$ cat config.mk
export PLATFORM = sky130hd
export DESIGN_NAME = ctlreg_mode_track
export DESIGN_NICKNAME = d
export VERILOG_FILES = /design/src/rtl/ctlreg_pkg.sv /design/src/rtl/ctl0_unit.sv /design/src/rtl/ctl4_unit.sv /design/src/rtl/flush_gen.sv /design/src/rtl/ctlreg_mode_track.sv
export SDC_FILE = /design/constraint.sdc
export NUM_CORES = 1
export LEC_CHECK = 0
export BUFFER_PORTS_ARGS = -buffer_cell sky130_fd_sc_hd__buf_2
export CAP_MARGIN = 20
export CORE_ASPECT_RATIO = 0.9
export CORE_MARGIN = 5
export CORE_UTILIZATION = 35
export CTS_BUF_LIST = sky130_fd_sc_hd__clkbuf_4 sky130_fd_sc_hd__clkbuf_8
export DETAILED_ROUTE_END_ITERATION = 8
export PLACE_DENSITY_LB_ADDON = 0.25
export SYNTH_ARGS = -nofsm -noshare
export SYNTH_HDL_FRONTEND = slang
export SYNTH_HIERARCHICAL = 1
export SYNTH_SLANG_ARGS = --single-unit
$ cat constraint.sdc
create_clock -name clk -period 3.1 [get_ports clk]
set_input_delay 0.155 -clock clk [delete_from_list [all_inputs] [get_ports clk]]
set_output_delay 0.155 -clock clk [all_outputs]
set_load 0.01 [all_outputs]
$ cat src/rtl/ctlreg_pkg.sv
package ctlreg_pkg;
  localparam int CRW      = 32;
  localparam int BIT_PE   = 0;
  localparam int BIT_MP   = 1;
  localparam int BIT_EM   = 2;
  localparam int BIT_TS   = 3;
  localparam int BIT_ET   = 4;
  localparam int BIT_WP   = 16;
  localparam int BIT_PG   = 31;
  localparam int BIT_PSE  = 4;
  localparam int BIT_PAE  = 5;
  localparam int BIT_PGE  = 7;
  localparam int BIT_OSFX = 9;
  localparam logic [CRW-1:0] CR0_RESET = 32'h6000_0010;

  typedef struct packed {
    logic pe;
    logic addseg;
    logic mp;
    logic em;
    logic ts;
  } hflags_t;
endpackage

$ cat src/rtl/ctl0_unit.sv
module ctl0_unit
  import ctlreg_pkg::*;
#(
  parameter int IPW = 64,
  parameter int TRW = 32
) (
  input  logic           clk,
  input  logic           rst,
  input  logic           we,
  input  logic [CRW-1:0] wdata,
  input  logic           lme,
  input  logic           pae,
  input  logic           code64_in,
  input  logic [IPW-1:0] ip_in,
  output logic [CRW-1:0] cr0_q,
  output logic           lma_q,
  output hflags_t        hf_q,
  output logic           code64_q,
  output logic [IPW-1:0] ip_q,
  output logic           chg
);
  localparam logic [CRW-1:0] XMASK = (CRW'(1) << BIT_PG) | (CRW'(1) << BIT_WP) | (CRW'(1) << BIT_PE);
  localparam logic [CRW-1:0] ETBIT = CRW'(1) << BIT_ET;

  logic [CRW-1:0] nxt;
  logic enter, leave, reject, accept;

  always_comb begin
    nxt    = wdata | ETBIT;
    enter  = we && !cr0_q[BIT_PG] && wdata[BIT_PG] && lme;
    reject = enter && !pae;
    leave  = we && cr0_q[BIT_PG] && !wdata[BIT_PG] && lma_q;
    accept = we && !reject;
    chg    = accept && ((nxt & XMASK) != (cr0_q & XMASK));
  end

  always_ff @(posedge clk) begin
    if (rst) begin
      cr0_q     <= CR0_RESET;
      lma_q     <= 1'b0;
      hf_q.pe   <= CR0_RESET[BIT_PE];
      hf_q.addseg <= 1'b1;
      hf_q.mp   <= CR0_RESET[BIT_MP];
      hf_q.em   <= CR0_RESET[BIT_EM];
      hf_q.ts   <= CR0_RESET[BIT_TS];
      code64_q  <= 1'b0;
      ip_q      <= '0;
    end else begin
      if (accept) begin
        cr0_q       <= nxt;
        hf_q.pe     <= nxt[BIT_PE];
        hf_q.addseg <= hf_q.addseg | ~nxt[BIT_PE];
        hf_q.mp     <= nxt[BIT_MP];
        hf_q.em     <= nxt[BIT_EM];
        hf_q.ts     <= nxt[BIT_TS];
        if (enter) lma_q <= 1'b1;
        if (leave) lma_q <= 1'b0;
      end
      code64_q <= leave ? 1'b0 : code64_in;
      ip_q     <= leave ? IPW'(ip_in[TRW-1:0]) : ip_in;
    end
  end

  AST_PE_MIRROR: assert property (@(posedge clk) disable iff (rst)
    hf_q.pe == cr0_q[BIT_PE]);
  AST_ADDSEG_REAL: assert property (@(posedge clk) disable iff (rst)
    !cr0_q[BIT_PE] |-> hf_q.addseg);
  AST_FPU_MIRROR: assert property (@(posedge clk) disable iff (rst)
    {hf_q.ts, hf_q.em, hf_q.mp} == cr0_q[BIT_TS:BIT_MP]);
  AST_LMA_NEEDS_PG: assert property (@(posedge clk) disable iff (rst)
    lma_q |-> cr0_q[BIT_PG]);
  AST_EXIT_CLEARS: assert property (@(posedge clk) disable iff (rst)
    (we && cr0_q[BIT_PG] && !wdata[BIT_PG] && lma_q) |=> (!lma_q && !code64_q));
  AST_REJECT_HOLDS: assert property (@(posedge clk) disable iff (rst)
    (we && !cr0_q[BIT_PG] && wdata[BIT_PG] && lme && !pae) |=> ($stable(cr0_q) && !lma_q));
endmodule

$ cat src/rtl/ctl4_unit.sv
module ctl4_unit
  import ctlreg_pkg::*;
(
  input  logic           clk,
  input  logic           rst,
  input  logic           we,
  input  logic [CRW-1:0] wdata,
  input  logic           sse,
  output logic [CRW-1:0] cr4_q,
  output logic           osfx_q,
  output logic           chg
);
  localparam logic [CRW-1:0] XMASK = (CRW'(1) << BIT_PGE) | (CRW'(1) << BIT_PAE) | (CRW'(1) << BIT_PSE);
  localparam logic [CRW-1:0] OSBIT = CRW'(1) << BIT_OSFX;

  logic [CRW-1:0] nxt;

  always_comb begin
    nxt = sse ? wdata : (wdata & ~OSBIT);
    chg = we && ((nxt & XMASK) != (cr4_q & XMASK));
  end

  always_ff @(posedge clk) begin
    if (rst) begin
      cr4_q  <= '0;
      osfx_q <= 1'b0;
    end else if (we) begin
      cr4_q  <= nxt;
      osfx_q <= nxt[BIT_OSFX];
    end
  end

  AST_OSFX_MIRROR: assert property (@(posedge clk) disable iff (rst)
    osfx_q == cr4_q[BIT_OSFX]);
  AST_OSFX_MASKED: assert property (@(posedge clk) disable iff (rst)
    (we && !sse) |=> !cr4_q[BIT_OSFX]);
endmodule

$ cat src/rtl/flush_gen.sv
module flush_gen #(
  parameter int NSRC = 2
) (
  input  logic            clk,
  input  logic            rst,
  input  logic [NSRC-1:0] req,
  output logic            flush_q
);
  always_ff @(posedge clk) begin
    if (rst) flush_q <= 1'b0;
    else     flush_q <= |req;
  end
endmodule

$ cat src/rtl/ctlreg_mode_track.sv
module ctlreg_mode_track
  import ctlreg_pkg::*;
#(
  parameter int IPW = 64,
  parameter int TRW = 32
) (
  input  logic           clk,
  input  logic           rst,
  input  logic           cr0_we,
  input  logic [31:0]    cr0_wdata,
  input  logic           cr4_we,
  input  logic [31:0]    cr4_wdata,
  input  logic           lme_en,
  input  logic           nxe_en,
  input  logic           sse_strap,
  input  logic           code64_in,
  input  logic [IPW-1:0] ip_in,
  output logic [31:0]    cr0_q,
  output logic [31:0]    cr4_q,
  output logic           lma_q,
  output logic           lme_q,
  output logic           nxe_q,
  output logic           hf_pe,
  output logic           hf_addseg,
  output logic           hf_mp,
  output logic           hf_em,
  output logic           hf_ts,
  output logic           hf_osfxsr,
  output logic           code64_q,
  output logic [IPW-1:0] ip_q,
  output logic           flush_q
);
  localparam int NSRC = 2;

  hflags_t         hf;
  logic [NSRC-1:0] chg;

  ctl0_unit #(.IPW(IPW), .TRW(TRW)) u_ctl0 (
    .clk(clk), .rst(rst), .we(cr0_we), .wdata(cr0_wdata),
    .lme(lme_en), .pae(cr4_q[BIT_PAE]),
    .code64_in(code64_in), .ip_in(ip_in),
    .cr0_q(cr0_q), .lma_q(lma_q), .hf_q(hf),
    .code64_q(code64_q), .ip_q(ip_q), .chg(chg[0])
  );

  ctl4_unit u_ctl4 (
    .clk(clk), .rst(rst), .we(cr4_we), .wdata(cr4_wdata), .sse(sse_strap),
    .cr4_q(cr4_q), .osfx_q(hf_osfxsr), .chg(chg[1])
  );

  flush_gen #(.NSRC(NSRC)) u_flush (
    .clk(clk), .rst(rst), .req(chg), .flush_q(flush_q)
  );

  always_ff @(posedge clk) begin
    if (rst) begin
      lme_q <= 1'b0;
      nxe_q <= 1'b0;
    end else begin
      lme_q <= lme_en;
      nxe_q <= nxe_en;
    end
  end

  assign hf_pe     = hf.pe;
  assign hf_addseg = hf.addseg;
  assign hf_mp     = hf.mp;
  assign hf_em     = hf.em;
  assign hf_ts     = hf.ts;

  AST_FLUSH_CAUSE: assert property (@(posedge clk) disable iff (rst)
    flush_q |-> $past(cr0_we || cr4_we));
  AST_ET_SET: assert property (@(posedge clk) disable iff (rst)
    cr0_q[BIT_ET]);
endmodule

# ---- Word-level counts from Yosys, hierarchy flattened
# Cells that the tools add are included.
# W data, S select, Z words.
dict set report op_classes {
  n_eq_ne 2
  mux 3
  bitwise 2
  reduce_logical 18
}
# operator count
set ops {}
lappend ops {{$logic_and A1 B1 Y1} 10}
lappend ops {{$mux W10} 1}
lappend ops {{$ne A3 B3 Y1} 2}
lappend ops {{$logic_not A1 Y1} 4}
lappend ops {{$reduce_or A2 Y1} 2}
lappend ops {{$mux W1} 2}
lappend ops {{$reduce_and A2 Y1} 1}
lappend ops {{$reduce_bool A2 Y1} 1}
lappend ops {{$not A1 Y1} 1}
lappend ops {{$or A1 B1 Y1} 1}
dict set report totals {
  ff_bits 138
  inputBits 136
  out_inout_bits 139
}

# ---- Logic depth before layout (Yosys ltp)
# Gate-level depths: netlist of run 1.
dict set report logic_depth {
  ltp_word 9
  ltp_mapped 5
  mapped_depth_nobuf 4
}

# ---- Modules after synthesis
# Netlist of run 1, hierarchy kept.
# mod instances cells_each area_each_um2 seq_area_each_um2
set by_module_without_submodules {}
lappend by_module_without_submodules {ctl0_unit 1 293 3309.4 1961.9}
lappend by_module_without_submodules {ctl4_unit 1 109 1217.4 640.6}
lappend by_module_without_submodules {ctlreg_mode_track 1 4 52.6 40.0}
lappend by_module_without_submodules {flush_gen 1 2 30.0 20.0}

# ---- Worst setup path after synthesis of run 1
# No wires, ideal clock.
dict set report synth_timing {
  kind {reg2reg}
  from {register u_ctl0.cr0_q[31]}
  to {register u_ctl0.cr0_q[29]}
  setup_ps 119
  arrival_time_ps 1086
  slack_ps 1895
  stages_incl_launch_ff 6
  n_path_buf 2
  synth_period_minus_slack_ps 1205
  path_cell_list {dfxtp_1 > nand3b_1 > o21a_1 > buf_6 > buf_8 > mux2i_1}
}
dict set report synth_via {
  elab_chain_len 7
}
# element line_no
set synth_rtl {}
lappend synth_rtl {{start, declared} ctl0_unit.sv:15} ;# output logic [CRW-1:0] cr0_q,
lappend synth_rtl {{start signal, assigned} ctl0_unit.sv:50} ;# cr0_q <= nxt;
lappend synth_rtl {{$logic_not A1 Y1} ctl0_unit.sv:30} ;# enter = we && !cr0_q[BIT_PG] && wdata[BIT_PG] && lme;
lappend synth_rtl {{$logic_and A1 B1 Y1 (3 in a row)} ctl0_unit.sv:30}
lappend synth_rtl {{$logic_and A1 B1 Y1} ctl0_unit.sv:31} ;# reject = enter && !pae;
lappend synth_rtl {{$logic_not A1 Y1} ctl0_unit.sv:33} ;# accept = we && !reject;
lappend synth_rtl {{$logic_and A1 B1 Y1} ctl0_unit.sv:33}
# No other way between the ends.
# A chain may end at the register's enable or synchronous reset.

# ---- Worst setup path in the final report of run 1
dict set report layout_timing {
  from {input port lme_en}
  to {register u_ctl0.cr0_q[2]}
}
dict set report layout_via {
  elab_chain_len 4
}
# element line_no
set layout_rtl {}
lappend layout_rtl {{start, declared} ctlreg_mode_track.sv:13} ;# input logic lme_en,
lappend layout_rtl {{$logic_and A1 B1 Y1} ctl0_unit.sv:30}
lappend layout_rtl {{$logic_and A1 B1 Y1} ctl0_unit.sv:31}
lappend layout_rtl {{$logic_not A1 Y1} ctl0_unit.sv:33}
lappend layout_rtl {{$logic_and A1 B1 Y1} ctl0_unit.sv:33}
# No other way between the ends.

==> impl_results.md, run 1 <==
- Synth Warn #: 6
- Global route overflow: 0
- Count leader, synth: dfxtp_1
- Hold Fails Final Rpt: 0
- Synth-to-Final Area Change: 67.75%
- Port bufs: 272
- Skew final: 13.05 ps
- Asr flop ratio synth: 0%
- Largest net degree at the start of global routing: 132
- Crit path launch: lme_en
- Max Slew Vio Count: 0
- Static Leak: 3.817 nW
- Worst endpoint data arrival time: 2080 ps
- First-pass GRT wire length: 22,100 um
- WL per Instance: 14.57 um
- Initial antenna violation count: 1
- Min-delay src: cr0_wdata[31]
- Setup bufs post-CTS: 0
- Syn nets: 544
- Maxcap violations: 0
- Clock sinks: 133
- DRT iter0 DRCs: 165
- Vias per inst: 4.281
- CTS H-tree depth: 4
- Startpoint types: input port
- Hold Crit Class: input port to flop
- CTS tree: built
- DR pass1 iterations: 4
- Mean Syn Cell Area: 11.30 um^2
- EDFF count, synth: 0
- Part of the cycle the worst path needs: 56.10%
- Cell count after synthesis: 408
- Die area: 15,570 um^2
- Worst-path clk slew: 70 ps
- Post-route DRC: 0
- Gpl congestion: 0.7257
- Vias: 4,178
- Die X-Extent: 131.0 um
- Fin crit period: 1739 ps
- Setup slack after layout: 1361 ps
- Final nets: 936
- Flop2flop setup slack: 1380 ps
- Synth Register Bits: 133
- RSZ-0062 raised after global routing: no
- Finish-stage setup viols: 0
- Setup TNS: 0 ps
- Later-pin clock latency in the skew report: 430 ps
- Peak VDD IR: 0.3756 mV
- Fill cells: 1,034
- Starting Density: 36.05%
- Post-layout util: 60.48%
- Sequential element share of the synthesized area: 57.76%
- FF-to-FF Start: u_ctl0/cr0_q[31]
- Worst EP required: 3440 ps
- TritonCTS Buffers: 17
- I/O pin cnt: 275
- Final hold slack: 124.4 ps
- Cts hold-fix bufs: 130
- Status: finished, final reports clean
- Setup crit end kind: flop
- Dominant cell type by area after synthesis: dfxtp_1
- Fmax: 575.0 MHz
- Top cell type's share of synthesized area: 57.76%
- Routed WL: 14,220 um
- Slew HR: 35.24%
- Synth Flop Type: dfxtp_1
- ANT cells: 0
- Synth area leaders: dfxtp_1, mux2i_1, nand2b_1, nor2b_1, and2_1
- Routed Antenna Nets: 0
- PwrDens: 528.4 nW/um^2
- Root buf cell: clkbuf_8
- DP Wirelength: 8985 um
- Top cells by count, synth: dfxtp_1, mux2i_1, nand2b_1, nor2_1, nor2b_1
- Crit Path Category: input port to flop
- CTS max path bufs: 2
- Worst-margin pin slew: 971.4 ps
- Core ar.: 12,780 um^2
- Die Y: 118.9 um
- Total power: 4.086 mW
- Place WS: 1360 ps
- Row count: 39
- Crit Path Max Fanout: 30
- Cts repair resizes: 0
- Netlist cell types: 29
- Vias in the first global route: 4,415
- Total GRT Usage: 17.95%
- Synth Cell Area: 4609 um^2
- Share of cells above drive strength 1: 38.05%
## sequential cells by signal, summed over array words and instances (netlist names)
signal,flops
u_ctl0/ip_q,64
u_flush/flush_q,1
u_ctl0/cr0_q,31
u_ctl4/cr4_q,32
u_ctl0/lma_q,1
u_ctl0/hf_q,1
lme_q,1
nxe_q,1
u_ctl0/code64_q,1
## kinds of logic after synthesis
kind of cell,Yosys count,share of synthesized area [%]
xor gates and xnor gates,6,1.140
other,1,0.08136
muxes,61,13.25
buffers and inverters,30,5.157
and+or+nand+nor,167,20.85
AOI/OAI and AO/OA,10,1.764
DFF,133,57.76
## worst paths after layout
path                      end  cells past startpoint
min          u_ctl0/cr0_q[31]                      3
min reg2reg    u_ctl0/hf_q[3]                      2
max           u_ctl0/cr0_q[2]                      5
max reg2reg   u_ctl0/cr0_q[2]                      3
## layout make-up
class	count	area, um^2	share of cell area [%]
multi-input cells	245	1710	22.12
flip-flops and latches	133	2663	34.43
repair buffers	403	2693	34.82
well taps	164	205.2	2.654
clock inverters	12	200.2	2.589
clock buffers	19	261.5	3.382
## power by group
| part | internal, mW | leakage (nW) | switching [mW] |
|---|---|---|---|
| clock | 0.997 | 0.224 | 0.662 |
| sequential | 1.81 | 1.10 | 0.0409 |
| combinational | 0.330 | 2.49 | 0.249 |
| total | 3.13 | 3.82 | 0.951 |
## per-layer routing
metal | wire (um) | global-route usage, %
met1 | 5127 | 18.55
met2 | 7218 | 32.04
met3 | 1635 | 8.236
met4 | 230 | 5.527
met5 | 13 | 0
## critical path, stage by stage
cell and delay [ps]:
dlygate4sd3_1 550, buf_2 150, nand3b_1 120, o21a_2 780
mux2i_1 310
## stage by stage
stage          std cells  cell area, um^2
2_1_floorplan        408             4609
3_3_place_gp         814             5942
3_5_place_dp         814             5942
4_1_cts              975             7705
5_1_grt              976             7732
6_report             976             7732
## layout by cell type, fill, tap and decap left out, types with 2 or more instances in the layout
cell           instances
o21ai_0                3
nor2_1                37
dlygate4sd3_1        130
xor2_1                 3
clkinvlp_4             3
nor2b_1               35
nand2b_1              56
buf_2                271
and2_1                33
dfxtp_1              133
bufinv_16              5
mux2i_1               61
xnor2_1                3
clkinv_2               2
clkbuf_8              19
Power figures use the tool's default switching activity.
==> inputs of run 2 (changes only) <==
- clock period: 3.1 -> 1.7 ns (I/O delays scaled with it)
==> impl_results.md, run 2 (same netlist as run 1, synthesis figures left out) <==
- Switching pwr: 1.826 mW
- Crit path cell chain: dlygate4sd3_1 > buf_2 > nand3b_1 > o21a_4 > mux2i_1
- RSZ-0062 raised after global routing: no
- ANT cells: 0
- Max Slew Vio Count: 0
- Crit Path Max Fanout: 30
- Global route overflow: 0
- Die Y: 118.9 um
- Gpl congestion: 0.7405
- Hold Crit Class: input port to flop
- Worst Hold End: u_ctl4/cr4_q[23]
- Vias in the first global route: 4,588
- Reg power frac: 45.6%
- Vias: 4,221
- Commonest non-fill, non-tap cell in the layout: buf_2
- Crit Path Category: input port to flop
- Part of the cycle the worst path needs: 81.29%
- Delay-heaviest family, CP: buffers and inverters
- P_int: 5.557 mW
- Clock share of power: 39.6%
- Setup crit end kind: flop
- Worst endpoint data arrival time: 1740 ps
- Post-route DRC: 0
- DP Wirelength: 9057 um
- Finish-stage setup viols: 0
- Switch share: 24.74%
- I/O pin cnt: 275
- Die X-Extent: 131.0 um
- Total power: 7.383 mW
- Most frequent cells in the layout: buf_2, dlygate4sd3_1, dfxtp_1
- Skew final: 6.321 ps
- PwrDens: 936.9 nW/um^2
- Routed WL: 14,410 um
- DRT iter0 DRCs: 186
- Reg2reg path depth: 3
- Synth-to-Final Area Change: 70.96%
- CTS max path bufs: 2
- Largest net degree at the start of global routing: 81
- Die area: 15,570 um^2
- Root buf cell: clkbuf_8
- CP max-delay cell: dlygate4sd3_1
- Routed Antenna Nets: 0
- Worst reg2reg endpoint: u_ctl0/cr0_q[24]
- Hold path cells: 3
- DR pass1 iterations: 4
- Initial antenna violation count: 0
- Fin crit period: 1382 ps
- Starting Density: 36.05%
- Port bufs: 272
- TritonCTS Buffers: 17
- Total GRT Usage: 18.40%
- Vias per inst: 4.246
- Core ar.: 12,780 um^2
- Worst path bufs/invs: 2
- Peak VDD IR: 0.6428 mV
- Max FFs per register: 64
- First-pass GRT wire length: 22,650 um
- Final nets: 953
- Critical Path Max Stage Delay: 550 ps
- Flop2flop setup slack: 340 ps
- Combinational share of power: 14.8%
- Startpoint types: input port
- FF-to-FF Start: u_ctl0/cr0_q[31]
- Setup TNS: 0 ps
- Static Leak: 3.894 nW
- Largest register by flop count: u_ctl0/ip_q
- Worst-margin pin slew: 554.3 ps
- Row count: 39
- CTS tree: built
- Status: finished, final reports clean
- WL per Instance: 14.49 um
- Clock sinks: 133
- Maxcap violations: 0
- Worst EP required: 2050 ps
- Later-pin clock latency in the skew report: 430 ps
- Min-delay src: cr4_we
- Share of cells above drive strength 1: 37.95%
- Slew HR: 63.05%
- Worst-path clk slew: 70 ps
- Hold Fails Final Rpt: 0
- Fmax: 723.6 MHz
- Largest regs: u_ctl0/ip_q: 64 flops, u_ctl4/cr4_q: 32 flops, u_ctl0/cr0_q: 31 flops
- CTS H-tree depth: 4
run 2: cell types whose count changed in the layout (fill, tap and decap cells not counted), sizes merged:
cell | previous run | this run
dlygate4sd3 | 130 | 142
buf | 273 | 278
inv | 1 | 5
clkinv | 3 | 1
bufinv | 5 | 4
clkbuf | 19 | 18
clkinvlp | 3 | 4
run 2: what timing repair did:
| item | 4_1_cts | 5_1_grt |
|---|---|---|
| gates resized for setup | 0 | 1 |
| hold buffers | 142 | 0 |
| buffers inserted | 0 | 0 |
| endpoints found under the hold margin | 131 | 0 |
| endpoints found under the setup margin | 0 | 30 |
run 2: metal layers:
metal	wire length, um	GRT usage [%]
met1	5292	19.10
met2	7102	32.20
met3	1635	7.968
met4	374	7.455
met5	0	0
run 2: cell type report:
type / count / area [um^2]
clock buffers: 18 / 241.5
fillers: 981 / 4905
multi-input cells: 245 / 1717
well taps: 164 / 205.2
clock inverters: 14 / 198.9
flip-flops and latches: 133 / 2663
repair buffers: 420 / 2855
run 2: how the worst max path moves through the flow:
stage	from	to	cells past startpoint
after floorplan	u_ctl0/cr0_q[31]	u_ctl0/cr0_q[29]	5
after CTS	u_ctl0/cr0_q[31]	u_ctl0/cr0_q[27]	3
final	lme_en	u_ctl0/cr0_q[24]	5
after global placement	u_ctl0/cr0_q[31]	u_ctl0/cr0_q[30]	3
after detailed placement	u_ctl0/cr0_q[31]	u_ctl0/cr0_q[28]	3
after global routing	u_ctl0/cr0_q[31]	u_ctl0/cr0_q[0]	3
run 2: worst register-to-register path: cells and delay by family, from the launching register on:
kind / cells / cell delay, ps
flops: 1 / 330
compound gates: 1 / 500
mux: 1 / 280
simple gates: 1 / 180
run 2: power by group through the flow:
stage / clock network, mW / logic, mW / registers [mW]
3_5_place_dp: 0 / 0.827 / 3.43
4_1_cts: 3.03 / 1.09 / 3.36
6_report: 2.93 / 1.09 / 3.37
2_1_floorplan: 0 / 0.352 / 3.53
3_3_place_gp: 0 / 0.814 / 3.43
5_1_grt: 3.16 / 1.19 / 3.39
run 2: metrics by stage:
step / setup WS (ps) / util (%) / instances / hold slack [ps] / instance area (um^2)
floorplan: 495.1 / - / 408 / 154.1 / 4609
global placement: 126.3 / 47.02 / 820 / 284.4 / 6012
detailed placement: 68.03 / 47.02 / 820 / 289.3 / 6012
CTS: 27.68 / 61.59 / 994 / 105.0 / 7874
global route: 227.7 / 61.64 / 994 / 129.5 / 7880
finish: 318.1 / 61.64 / 994 / 156.5 / 7880
